`src/rtl/pic_pkg.sv`:
```
package pic_pkg;
   typedef enum logic [1:0] {
      CLK_PACER  = 2'd0,
      CLK_STROBE = 2'd1,
      CLK_HSHAKE = 2'd2
   } clk_mode_e;

   localparam logic [1:0] WID_FULL    = 2'd0;
   localparam logic [1:0] WID_HALF    = 2'd1;
   localparam logic [1:0] WID_QUARTER = 2'd2;

   localparam logic [1:0] ADDR_CTRL = 2'd0;
   localparam logic [1:0] ADDR_POL  = 2'd1;
   localparam logic [1:0] ADDR_DIV  = 2'd2;

   localparam int CTRL_EN   = 0;
   localparam int CTRL_CLR  = 1;
   localparam int CTRL_MODE = 2;
   localparam int CTRL_WID  = 4;
   localparam int CTRL_WAIT = 6;
   localparam int CTRL_OVRC = 7;

   localparam int POL_REQ  = 0;
   localparam int POL_ACK  = 1;
   localparam int POL_TRIG = 2;
endpackage

```
`src/rtl/pic_sync.sv`:
```
module pic_sync #(
   parameter int STAGES = 2
) (
   input  logic clk,
   input  logic rst_n,
   input  logic din,
   output logic lvl
);
   generate
      if (STAGES < 2) begin : g_bad_stages
         $fatal(1, "pic_sync: STAGES must be at least 2");
      end
   endgenerate

   logic [STAGES-1:0] pipe;

   always_ff @(posedge clk or negedge rst_n) begin
      if (!rst_n) pipe <= '0;
      else        pipe <= {pipe[STAGES-2:0], din};
   end

   assign lvl = pipe[STAGES-1];
endmodule

```
`src/rtl/pic_pacer.sv`:
```
module pic_pacer #(
   parameter int W = 16
) (
   input  logic         clk,
   input  logic         rst_n,
   input  logic         run,
   input  logic [W-1:0] div,
   output logic         tick
);
   generate
      if (W < 1) begin : g_bad_w
         $fatal(1, "pic_pacer: W must be positive");
      end
   endgenerate

   logic [W-1:0] cnt;

   assign tick = run && (cnt == div);

   always_ff @(posedge clk or negedge rst_n) begin
      if (!rst_n)            cnt <= '0;
      else if (!run || tick) cnt <= '0;
      else                   cnt <= cnt + W'(1);
   end
endmodule

```
`src/rtl/pic_packer.sv`:
```
module pic_packer #(
   parameter int DATA_W = 32
) (
   input  logic              clk,
   input  logic              rst_n,
   input  logic              flush,
   input  logic              samp,
   input  logic [1:0]        wid,
   input  logic              full,
   input  logic [DATA_W-1:0] din,
   output logic              push,
   output logic              drop,
   output logic [DATA_W-1:0] wdata
);
   import pic_pkg::*;

   localparam int HALF = DATA_W / 2;
   localparam int QTR  = DATA_W / 4;

   generate
      if ((DATA_W % 4) != 0 || DATA_W < 8) begin : g_bad_w
         $fatal(1, "pic_packer: DATA_W must be a multiple of 4 and at least 8");
      end
   endgenerate

   logic [DATA_W-1:0] acc, nxt;
   logic [1:0]        idx;
   logic              last;

   always_comb begin
      case (wid)
         WID_HALF: begin
            nxt  = {din[HALF-1:0], acc[DATA_W-1:HALF]};
            last = (idx == 2'd1);
         end
         WID_QUARTER: begin
            nxt  = {din[QTR-1:0], acc[DATA_W-1:QTR]};
            last = (idx == 2'd3);
         end
         default: begin
            nxt  = din;
            last = 1'b1;
         end
      endcase
   end

   assign drop = samp && last && full;

   always_ff @(posedge clk or negedge rst_n) begin
      if (!rst_n) begin
         acc   <= '0;
         idx   <= '0;
         push  <= 1'b0;
         wdata <= '0;
      end else begin
         push <= samp && last && !full;
         if (samp && last) wdata <= nxt;
         if (samp) acc <= nxt;
         if (flush)          idx <= '0;
         else if (samp)      idx <= last ? 2'd0 : idx + 2'd1;
      end
   end
endmodule

```
`src/rtl/pinput_capture.sv`:
```
module pinput_capture
   import pic_pkg::*;
#(
   parameter int DATA_W      = 32,
   parameter int PACER_W     = 16,
   parameter int CFG_W       = 16,
   parameter int SYNC_STAGES = 2
) (
   input  logic              clk,
   input  logic              rst_n,
   input  logic              cfg_we,
   input  logic [1:0]        cfg_addr,
   input  logic [CFG_W-1:0]  cfg_wdata,
   input  logic [DATA_W-1:0] din,
   input  logic              req_pin,
   input  logic              trig_pin,
   output logic              ack_pin,
   input  logic              fifo_full,
   output logic              fifo_wr,
   output logic [DATA_W-1:0] fifo_wdata,
   output logic              fifo_clr,
   output logic              overrun
);
   generate
      if (CFG_W < 8 || PACER_W > CFG_W) begin : g_bad_cfg
         $fatal(1, "pinput_capture: CFG_W must hold the control byte and the divisor");
      end
   endgenerate

   logic                en_q, wait_q, clr_q, ovr_q;
   logic                trig_seen, ack_q, req_prev;
   clk_mode_e           mode_q;
   logic [1:0]          wid_q;
   logic [2:0]          pol_q;
   logic [PACER_W-1:0]  div_q;
   logic                ctrl_wr, req_lvl, trig_lvl, req_rise;
   logic                running, tick, samp, drop;

   assign ctrl_wr = cfg_we && (cfg_addr == ADDR_CTRL);

   // register port
   always_ff @(posedge clk or negedge rst_n) begin
      if (!rst_n) begin
         en_q   <= 1'b0;
         wait_q <= 1'b0;
         clr_q  <= 1'b0;
         ovr_q  <= 1'b0;
         mode_q <= CLK_PACER;
         wid_q  <= WID_FULL;
         pol_q  <= '0;
         div_q  <= '0;
      end else begin
         clr_q <= ctrl_wr && cfg_wdata[CTRL_CLR];
         if (ctrl_wr) begin
            en_q   <= cfg_wdata[CTRL_EN];
            mode_q <= clk_mode_e'(cfg_wdata[CTRL_MODE +: 2]);
            wid_q  <= cfg_wdata[CTRL_WID +: 2];
            wait_q <= cfg_wdata[CTRL_WAIT];
         end
         if (cfg_we && cfg_addr == ADDR_POL) pol_q <= cfg_wdata[2:0];
         if (cfg_we && cfg_addr == ADDR_DIV) div_q <= cfg_wdata[PACER_W-1:0];
         ovr_q <= (ovr_q && !(ctrl_wr && cfg_wdata[CTRL_OVRC])) || drop;
      end
   end

   // pin conditioning
   pic_sync #(.STAGES(SYNC_STAGES)) u_req_sync (
      .clk (clk), .rst_n (rst_n),
      .din (req_pin ^ pol_q[POL_REQ]),
      .lvl (req_lvl)
   );

   pic_sync #(.STAGES(SYNC_STAGES)) u_trig_sync (
      .clk (clk), .rst_n (rst_n),
      .din (trig_pin ^ pol_q[POL_TRIG]),
      .lvl (trig_lvl)
   );

   always_ff @(posedge clk or negedge rst_n) begin
      if (!rst_n) begin
         req_prev  <= 1'b0;
         trig_seen <= 1'b0;
      end else begin
         req_prev <= req_lvl;
         if (!en_q || ctrl_wr) trig_seen <= 1'b0;
         else if (trig_lvl)    trig_seen <= 1'b1;
      end
   end

   assign req_rise = req_lvl && !req_prev;
   assign running  = en_q && (!wait_q || trig_seen);

   pic_pacer #(.W(PACER_W)) u_pacer (
      .clk (clk), .rst_n (rst_n),
      .run (running && mode_q == CLK_PACER),
      .div (div_q),
      .tick(tick)
   );

   // sample event per clock source
   always_comb begin
      case (mode_q)
         CLK_PACER:  samp = running && tick;
         CLK_STROBE: samp = running && req_rise;
         CLK_HSHAKE: samp = running && req_lvl && !ack_q;
         default:    samp = 1'b0;
      endcase
   end

   // handshake acknowledge
   always_ff @(posedge clk or negedge rst_n) begin
      if (!rst_n)                                 ack_q <= 1'b0;
      else if (!running || mode_q != CLK_HSHAKE)  ack_q <= 1'b0;
      else if (!ack_q && req_lvl)                 ack_q <= 1'b1;
      else if (ack_q && !req_lvl)                 ack_q <= 1'b0;
   end

   assign ack_pin = ack_q ^ pol_q[POL_ACK];

   pic_packer #(.DATA_W(DATA_W)) u_packer (
      .clk   (clk), .rst_n (rst_n),
      .flush (ctrl_wr || !en_q),
      .samp  (samp),
      .wid   (wid_q),
      .full  (fifo_full),
      .din   (din),
      .push  (fifo_wr),
      .drop  (drop),
      .wdata (fifo_wdata)
   );

   assign fifo_clr = clr_q;
   assign overrun  = ovr_q;
endmodule

```
`config.mk`:
```
export PLATFORM = sky130hd
export DESIGN_NAME = pinput_capture
export DESIGN_NICKNAME = d
export VERILOG_FILES = /design/src/rtl/pic_pkg.sv /design/src/rtl/pic_sync.sv /design/src/rtl/pic_pacer.sv /design/src/rtl/pic_packer.sv /design/src/rtl/pinput_capture.sv
export SDC_FILE = /design/constraint.sdc
export NUM_CORES = 1
export LEC_CHECK = 0
export ABC_AREA = 1
export ABC_CLOCK_PERIOD_IN_PS = 3500
export BUFFER_PORTS_ARGS = -buffer_cell sky130_fd_sc_hd__clkbuf_2
export CAP_MARGIN = 20
export CORE_UTILIZATION = 60
export CTS_CLUSTER_SIZE = 28
export DETAILED_ROUTE_END_ITERATION = 10
export GPL_TIMING_DRIVEN = 0
export PLACE_DENSITY = 0.82
export SYNTH_ARGS = -nofsm -noshare
export SYNTH_HDL_FRONTEND = slang
export SYNTH_SLANG_ARGS = --single-unit
```
`constraint.sdc`:
```
create_clock -name clk -period 3.5 [get_ports clk]
set_input_delay 0.7 -clock clk [delete_from_list [all_inputs] [get_ports clk]]
set_output_delay 0.7 -clock clk [all_outputs]
set_load 0.05 [all_outputs]
```
**Word level (Yosys, flattened, before mapping)**

Index checks and enable logic that the tools add are counted.

- Add/subtract/negate cells: 2
- Equality and inequality tests: 10
- Multiplexer cells: 12
- Bitwise gates (word level): 3
- Reduce and logical (&&, ||, !) cells: 38

Operator list:

| cell | number |
|---|---|
| 32-bit one-hot mux with 2 select lines | 1 |
| 1-bit logical AND | 19 |
| 16-bit by 1-bit adder with 16-bit output (second input constant) | 1 |
| 16-bit equality test | 1 |
| 16-bit 2-to-1 mux | 1 |
| 1-bit zero test | 9 |
| 2-bit by 1-bit equality test with 1-bit output (second input constant) | 4 |
| 2-bit equality test (second input constant) | 4 |
| 2-bit 2-to-1 mux | 3 |
| 1-bit logical OR | 5 |
| 1-bit 2-to-1 mux | 5 |
| 2-bit zero test | 2 |
| 2-bit nonzero test | 2 |
| 1-bit one-hot mux with 3 select lines | 1 |
| 3-bit nonzero test | 1 |
| 1-bit bitwise XOR | 3 |
| 2-bit by 1-bit adder with 2-bit output (second input constant) | 1 |
| 2-bit != test (second input constant) | 1 |
| 1-bit one-hot mux with 2 select lines | 1 |

- Flip-flop bits (word level): 117
- Bits of input ports: 56
- Output and inout port bits: 36

**Depth between registers and ports, before layout**

Gate-level depths: netlist of the first run.

- Word-level depth: 10
- Mapped depth: 12

**Cells and area by module**

From an unflattened synthesis of the first run, not the netlist that was laid out.

- Cell total of the unflattened synthesis: 766
- Area total of the unflattened synthesis: 5750.5 µm²

By module, submodules not included:

| module | instances | cells an instance | area each (µm²) | seq. area each (µm²) |
|---|---|---|---|---|
| pic_packer | 1 | 449 | 3149.3 | 1476.4 |
| pinput_capture | 1 | 134 | 1330.0 | 750.7 |
| pic_pacer | 1 | 179 | 1171.1 | 400.4 |
| pic_sync | 2 | 2 | 50.0 | 50.0 |

**Worst setup path before layout of the first run**

OpenSTA, ideal clock, no wires.

- Path kind: register to output
- Start point: register ack_q
- End point: output ack_pin
- Arrival time: 1.139 ns
- Setup slack: 1.661 ns
- Stages on the path, launching flop included: 2
- Path buffers: 0
- Path through: dfrtp_1 xor2_1

- Longest elaborated chain between the ends: 1

RTL lines:

| element | RTL line | source |
|---|---|---|
| start: declaration | pinput_capture.sv:31 | `logic trig_seen, ack_q, req_prev;` |
| start signal: assignment | pinput_capture.sv:112 | `if (!rst_n) ack_q <= 1'b0;` |
| start signal: assignment | pinput_capture.sv:113 | `else if (!running \|\| mode_q != CLK_HSHAKE) ack_q <= 1'b0;` |
| start signal: assignment | pinput_capture.sv:114 | `else if (!ack_q && req_lvl) ack_q <= 1'b1;` |
| 1-bit bitwise XOR | pinput_capture.sv:118 | `assign ack_pin = ack_q ^ pol_q[POL_ACK];` |
| end: declaration | pinput_capture.sv:17 | `output logic ack_pin,` |

Every way passes these cells.

**Worst setup path after layout of the first run**

- Start point: register wid_q[0]
- End point: register u_packer.wdata[5]

- Longest elaborated chain between the ends: 3

RTL lines:

| element | RTL line | source |
|---|---|---|
| start: declaration | pinput_capture.sv:33 | `logic [1:0] wid_q;` |
| start signal: assignment | pinput_capture.sv:57 | `wid_q <= cfg_wdata[CTRL_WID +: 2];` |
| 2-bit equality test / 2-bit by 1-bit equality test with 1-bit output (equally long branches) | pic_packer.sv:31 | `case (wid)` |
| 1-bit one-hot mux with 2 select lines | pic_packer.sv:31 |  |
| 1-bit logical AND | pic_packer.sv:57 | `if (samp && last) wdata <= nxt;` |
| end signal: assignment | pic_packer.sv:57 |  |
| end: declaration | pic_packer.sv:13 | `output logic [DATA_W-1:0] wdata` |

Several ways; a longest one is shown, not always the timed one.
A chain may end at the register's enable or synchronous reset.

==> flow_summary_export.csv, run 1 <==
group,metric,value,unit
floorplanning,rows,34,
floorplanning,floorplan.initialDensity,0.620,
synth,synth-seq-cells,109,
global_route,grt_antenna_before_repair,0,
floorplanning,chipHeight,96.7,um
timing,fin_clk_skew,16.0,ps
worst_setup_path,timing.critical_path.slowest_cell_delay,530,ps
routing,drtAntennaViolNets,0,
clock_network,cts_num_sinks,109,
placement,globalplace.congestion,0.951,
layout,fillCellCount,742,
clock_network,cts_hold_buffers,0,
power,pwr_density_cell,756,nW/um2
routing,avgViaCountPerCell,5.59,
status,run_status,"completed",
worst_setup_path,crit_path_end_kind,"flip-flop",
routing,drc_violation_count_after_routing,0,
worst_setup_path,timing.reg2reg.setup_slack,980,ps
clock_network,clock_tree_from_tritoncts,"yes",
placement,dp.cells,903,
timing,finalSetupTns,0,ps
routing,wl_per_cell,15.4,um
worst_setup_path,cpMaxStageDelayCell,"o21ai_1",
clock_network,postCtsResizedCells,0,
synth,ys_dominant_reg_cell,"dfrtp_1",
floorplanning,die_area,9350,um2
global_route,grt_max_degree,110,
routing,route.vias.total,5136,
synth,synth.distinct_cells,30,
timing,worstMarginPinSlew,868,ps
routing,postRouteWirelength,14100,um
synth,ys_warn_count,0,
worst_hold_path,hold_class,"flip-flop to flip-flop",
synth,synth-edff-count,0,
power,vdd.ir_drop.worst,707,uV
worst_setup_path,crit_type,"flip-flop to flip-flop",
clock_network,cts_root_buf,"clkbuf_8",
worst_hold_path,worst_hold_path.endpoint,"u_req_sync.pipe[1]",
layout,most-common-layout-cells,"nand2_1, dfrtp_1, clkbuf_2",
timing,timing.final.hold_violations,0,
layout,antenna_fix_cells,0,
worst_setup_path,r2r_cells,9,
clock_network,cts_inserted_buffers,9,
worst_setup_path,critical_path.n_buffers_inverters,4,
layout,area.growth.synth_to_final,14.8,%
layout,final-instance-count-excl-fill,918,
global_route,globalRouteOverflowTotal,0,
clock_network,clkLatencyLatePin,380,ps
run,drv.max_cap_violation_count,0,
placement,hpwlAfterDp,10400,um
floorplanning,boundaryPins,92,
placement,detailed_place.area,5980,um2
worst_setup_path,path_max_fanout,10,
synth,netlist.top_cell.by_area,"dfrtp_1",
layout,stdcell_area,6170,um2
timing,max_freq,0.396,GHz
clock_network,cts_htree_levels,3,
power,leakage,3.19,nW
worst_setup_path,worst_r2r_endpoint,"u_packer.wdata[5]",
routing,dr.first_iter.drc_count,501,
global_route,grt_pass1_vias,4974,
timing,drv_slew,0,
global_route,grt_usage,0.316,
layout,final_layout_size_suffix_gt1_frac,0.164,
floorplanning,placeableCoreArea,8680,um2
worst_setup_path,cp.required,3760,ps
synth,area_share_of_the_largest_cell_type_after_synthesis,0.507,
synth,syn_nets,763,
timing,final_period_minus_worst_setup_slack,2520,ps
floorplanning,die_width,96.7,um
timing,rsz0062_at_grt,"no",
global_route,global_route_wire_length_before_repair,23700,um
worst_setup_path,crit_path_cell_trace,"inv_1, ha_1, clkbuf_1, clkinv_1, o21ai_1, nand2_2, buf_2, nand2_1, nand2_1",
routing,first_pass_iters,5,
layout,design.final.nets,865,
worst_setup_path,worst-endpoint-arrival,2780,ps
layout,final_common_cell,"nand2_1",
clock_network,cts_setup_buffers,0,
synth,syn_inst,704,
timing,worst_slew_margin_rel,0.421,
worst_setup_path,crit-reg2reg-launch,"wid_q[0]",
synth,mappedNetlistArea,5380,um2
timing,final_setup_violating_endpoints,0,
worst_setup_path,crit_top_cell,"nand2_1",
synth,synthTopCellsByArea,"dfrtp_1, nand2_1, a21oi_1, nand3_1, nor2_1",
worst_hold_path,timing.hold.worst_path_depth,0,
clock_network,cts.path.max_buffers,2,
synth,ys_seq_area_frac,0.507,
timing,period_share,0.721,
worst_setup_path,worstSetupStartpointType,"flip-flop",
worst_setup_path,crit_family,"buffers and inverters",
clock_network,clk_transition_reported_paths,110,ps
synth,post_synthesis_area_per_instance,7.64,um2
synth,ys_async_sr_fraction,1.00,
placement,placement.io_buffers,91,
worst_hold_path,startpoint_of_the_most_critical_hold_path,"u_req_sync.pipe[0]",
state kept, by name (all words and copies together) (netlist names), 2 cells and up:
name	cells
div_q	16
mode_q	2
pol_q	3
u_pacer.cnt	16
u_packer.acc	24
u_packer.idx	2
u_packer.wdata	32
u_req_sync.pipe	2
u_trig_sync.pipe	2
wid_q	2
layer usage:
layer | share of wire | up-vias | track usage
met5 | 0 | - | 0
met4 | 0.023 | 0 | 0.0907
met3 | 0.082 | 35 | 0.0643
met2 | 0.46 | 242 | 0.489
met1 | 0.44 | 2426 | 0.454
li1 | - | 2433 | -
report_power, final:
part           total (mW)  internal [mW]  switching (mW)
clock               0.791          0.353           0.438
sequential           1.88           1.65           0.228
combinational        1.99          0.481            1.51
metrics by stage:
| stage | power, mW | hold WS (ps) | worst slack [ps] | util |
|---|---|---|---|---|
| global placement | 3.81 | 332 | 246 | 0.688 |
| global route | 4.91 | 377 | 842 | 0.711 |
| floorplan | 3.30 | 331 | 1660 | - |
| finish | 4.67 | 363 | 976 | 0.711 |
| CTS | 4.65 | 372 | 1060 | 0.711 |
| detailed placement | 3.87 | 343 | 1080 | 0.689 |
logic make-up after synthesis:
logic type | after synthesis | share of synthesized area
compound gates | 103 | 0.0982
xor+xnor | 11 | 0.0179
simple gates | 376 | 0.289
fa+ha+maj | 3 | 0.00698
flops | 109 | 0.507
buf+inv | 101 | 0.0786
mux | 1 | 0.00209
cells in the mapped netlist (2+ instances only):
master / count
nand2_1: 231
ha_1: 3
nand4_1: 3
nor2_2: 2
inv_2: 9
nor3b_1: 4
o22ai_1: 10
xor2_1: 9
xnor2_1: 2
nor3_1: 10
a21oi_1: 55
nand3_1: 51
nor2_1: 68
buf_2: 7
inv_1: 59
nor4_1: 3
buf_6: 3
clkbuf_1: 18
dfrtp_1: 109
o21ai_0: 37
clkinv_1: 2
layout make-up:
type                       count  area, um2  share of cell area
tap                          108        135              0.0219
clock buffer                  11        141              0.0229
inverter                      70        263              0.0426
buffer                        31        160              0.0259
sequential                   109       2730               0.442
clock inverter                 4       55.1             0.00892
timing repair buffer          91        464              0.0752
multi-input combinational    494       2230               0.361
worst max-delay path by stage:
stage	startpoint	endpoint	slack, ps	cells past startpoint
6_report	wid_q[0]	u_packer.wdata[5]	980	9
3_5_place_dp	wid_q[0]	u_packer.wdata[3]	1080	9
5_1_grt	wid_q[0]	u_packer.wdata[5]	840	9
2_1_floorplan	ack_q	ack_pin	1660	1
4_1_cts	wid_q[0]	u_packer.wdata[5]	1060	9
3_3_place_gp	rst_n	u_packer.wdata[28]	250	1
(Power assumes the default switching activity.)
==> inputs of run 2 (changes only) <==
Settings changed: ABC_AREA 1 to 0, ABC_CLOCK_PERIOD_IN_PS 3500 to 2260, CORE_UTILIZATION 60 to 51, PLACE_DENSITY 0.82 to 0.75.
Clock period 3.5 ns to 2.26 ns, I/O delays scaled along.
==> run 2 against run 1 <==
Sequential power increased by 56%. Combinational power increased by 46%. Flip-flop and latch count unchanged. Cell count shrank 26%. Setup slack lost 840 ps. Worst hold slack worse by 200 ps. Die area rose by 16%. Total power grew 52%. Synthesized cell count fell by 39%. Clock power rose by 58%.
==> flow_summary_export.csv, run 2 <==
group,metric,value,unit
synth,synthMostInstantiatedCell,"dfrtp_1",
synth,post_synthesis_area_per_instance,12.4,um2
synth,netlist.top_cell.by_area,"dfrtp_1",
global_route,grt_usage,0.237,
clock_network,cts_hold_buffers,0,
routing,wl_per_cell,18.2,um
floorplanning,rows,36,
routing,dr.first_iter.drc_count,232,
timing,worst_slew_margin_rel,0.420,
clock_network,cts_root_buf,"clkbuf_8",
synth,syn_nets,490,
synth,synthTopCellsByArea,"dfrtp_1, mux2_4, mux2_2, a22oi_1, xor2_1",
synth,syn_inst,431,
timing,fin_clk_skew,10.7,ps
clock_network,clkLatencyLatePin,370,ps
routing,drtAntennaViolNets,0,
layout,reg.largest.list,"u_packer.wdata (32), u_packer.acc (24)",
clock_network,cts_inserted_buffers,9,
worst_setup_path,crit_path_end_kind,"flip-flop",
worst_setup_path,cp.required,2520,ps
layout,area.growth.synth_to_final,18.1,%
clock_network,cts_num_sinks,109,
timing,rsz0062_at_grt,"no",
worst_setup_path,crit_type,"flip-flop to flip-flop",
clock_network,clock_tree_from_tritoncts,"yes",
clock_network,cts_htree_levels,3,
routing,postRouteWirelength,12400,um
floorplanning,chipHeight,104,um
synth,ys_async_sr_fraction,1.00,
layout,final_common_cell,"dfrtp_1",
worst_hold_path,hold_class,"input pin to asynchronous set/reset pin",
global_route,globalRouteOverflowTotal,0,
routing,drc_violation_count_after_routing,0,
power,pwr_density_cell,1130,nW/um2
synth,area_share_of_the_largest_cell_type_after_synthesis,0.512,
synth,synth_xor_area_frac,0.0559,
placement,globalplace.congestion,0.863,
clock_network,clk_transition_reported_paths,100,ps
worst_setup_path,worstSetupStartpointType,"flip-flop",
timing,final_period_minus_worst_setup_slack,2130,ps
synth,muxShareOfSynthArea,0.201,
floorplanning,die_width,104,um
floorplanning,floorplan.initialDensity,0.535,
layout,fillCellCount,777,
timing,drv_slew,0,
synth,synth-edff-count,0,
timing,final_setup_violating_endpoints,0,
timing,timing.final.hold_violations,0,
layout,max_ffs_per_register,32,
layout,design.final.nets,602,
synth,ys_seq_area_frac,0.512,
routing,route.vias.total,3858,
synth,fraction_of_the_mapped_netlist_area_in_compound_gates,0.0944,
synth,synth_fa_ha_area_frac,0.00704,
placement,placement.io_buffers,91,
layout,most_flop_heavy_register,"u_packer.wdata",
synth,synth.top_cells.by_count,"dfrtp_1, mux2_4, nand2_1",
worst_setup_path,path_max_fanout,10,
synth,synth.distinct_cells,39,
synth,ys_dominant_reg_cell,"dfrtp_1",
timing,worstMarginPinSlew,870,ps
floorplanning,placeableCoreArea,9950,um2
global_route,global_route_wire_length_before_repair,19900,um
global_route,grt_antenna_before_repair,0,
status,run_status,"completed",
layout,layout.area.seq,2730,um2
global_route,grt_max_degree,110,
synth,synth-seq-cells,109,
placement,hpwlAfterDp,8620,um
synth,synth_top_family_by_area,"multiplexers",
synth,mappedNetlistArea,5330,um2
global_route,grt_pass1_vias,3888,
routing,avgViaCountPerCell,5.67,
synth,ys_warn_count,0,
layout,multiInputGateArea,2420,um2
layout,postLayoutCoreUtil,0.632,
timing,period_share,0.940,
timing,finalSetupTns,0,ps
layout,antenna_fix_cells,0,
timing,max_freq,0.471,GHz
floorplanning,boundaryPins,92,
run,drv.max_cap_violation_count,0,
floorplanning,die_area,10900,um2
clock_network,cts.path.max_buffers,2,
power,leakage,3.02,nW
routing,first_pass_iters,5,
power,vdd.ir_drop.worst,718,uV
power,design_power_total,7.10,mW
synth,simple_gate_share_of_the_synthesized_area,0.0953,
worst_setup_path,worst-endpoint-arrival,2380,ps
layout,most-common-layout-cells,"dfrtp_1, clkbuf_2, mux2_4",
layout,final_layout_size_suffix_gt1_frac,0.391,
==> run 2: path summary, 6_finish.rpt <==
check	start	to	slack (ps)	cells past startpoint
setup / recovery	u_pacer.cnt[6]	u_packer.acc[27]	130	7
hold / removal	rst_n	div_q[10]	160	1
setup reg to reg	u_pacer.cnt[6]	u_packer.acc[27]	130	7
hold reg to reg	u_trig_sync.pipe[0]	u_trig_sync.pipe[1]	370	0
max in group asynchronous	rst_n	u_pacer.cnt[0]	1470	1
min in group clk	fifo_full	u_packer.push	230	2
==> run 2: power breakdown <==
group / switching, mW / internal [mW]
Clock: 0.645 / 0.603
Sequential: 0.417 / 2.53
Combinational: 1.81 / 1.10
Total: 2.87 / 4.23
==> run 2: per-stage QoR <==
step	hold WS [ps]	setup WS [ps]	instance area, um2	std cells
floorplan	156	237	5330	431
CTS	226	39.9	6230	677
finish	160	135	6300	681
global route	237	20.6	6300	681
global placement	332	-774	5950	655
detailed placement	345	-136	5960	655
==> run 2: area by class of cell <==
class	count	share of cell area
inverter	5	0.00298
tap	133	0.0264
multi-input combinational	294	0.385
timing repair buffer	101	0.0924
clock inverter	3	0.00676
sequential	109	0.433
clock buffer	13	0.0268
buffer	23	0.0266
==> run 2: cells by family (layout without fill, tap and decap cells) <==
kind of cell / after synthesis / in the layout
mux: 80 / 80
buf+inv: 28 / 145
flops: 109 / 109
fa+ha+maj: 3 / 3
compound gates: 75 / 75
xor+xnor: 34 / 34
simple gates: 102 / 102
==> run 2: timing repair <==
item,CTS,global route
resized for setup,0,4
cloned,0,1
setup endpoints to repair,46,64
pin swaps,2,4
buffers inserted,6,3
==> run 2: critical path, stage by stage (launching register included) <==
cell and delay (ps):
dfrtp_1 460, xor2_1 200, nor4_2 320, nand4_1 230, o21ai_4 200, buf_12 140
buf_12 150, mux2_4 310
==> run 2: metal layers <==
layer / vias up / wire [um] / global-route usage
met1: 1925 / 5510 / 0.334
met5: - / 0 / 0
met2: 165 / 5820 / 0.365
li1: 1742 / - / -
met3: 26 / 748 / 0.0426
met4: 0 / 299 / 0.0939
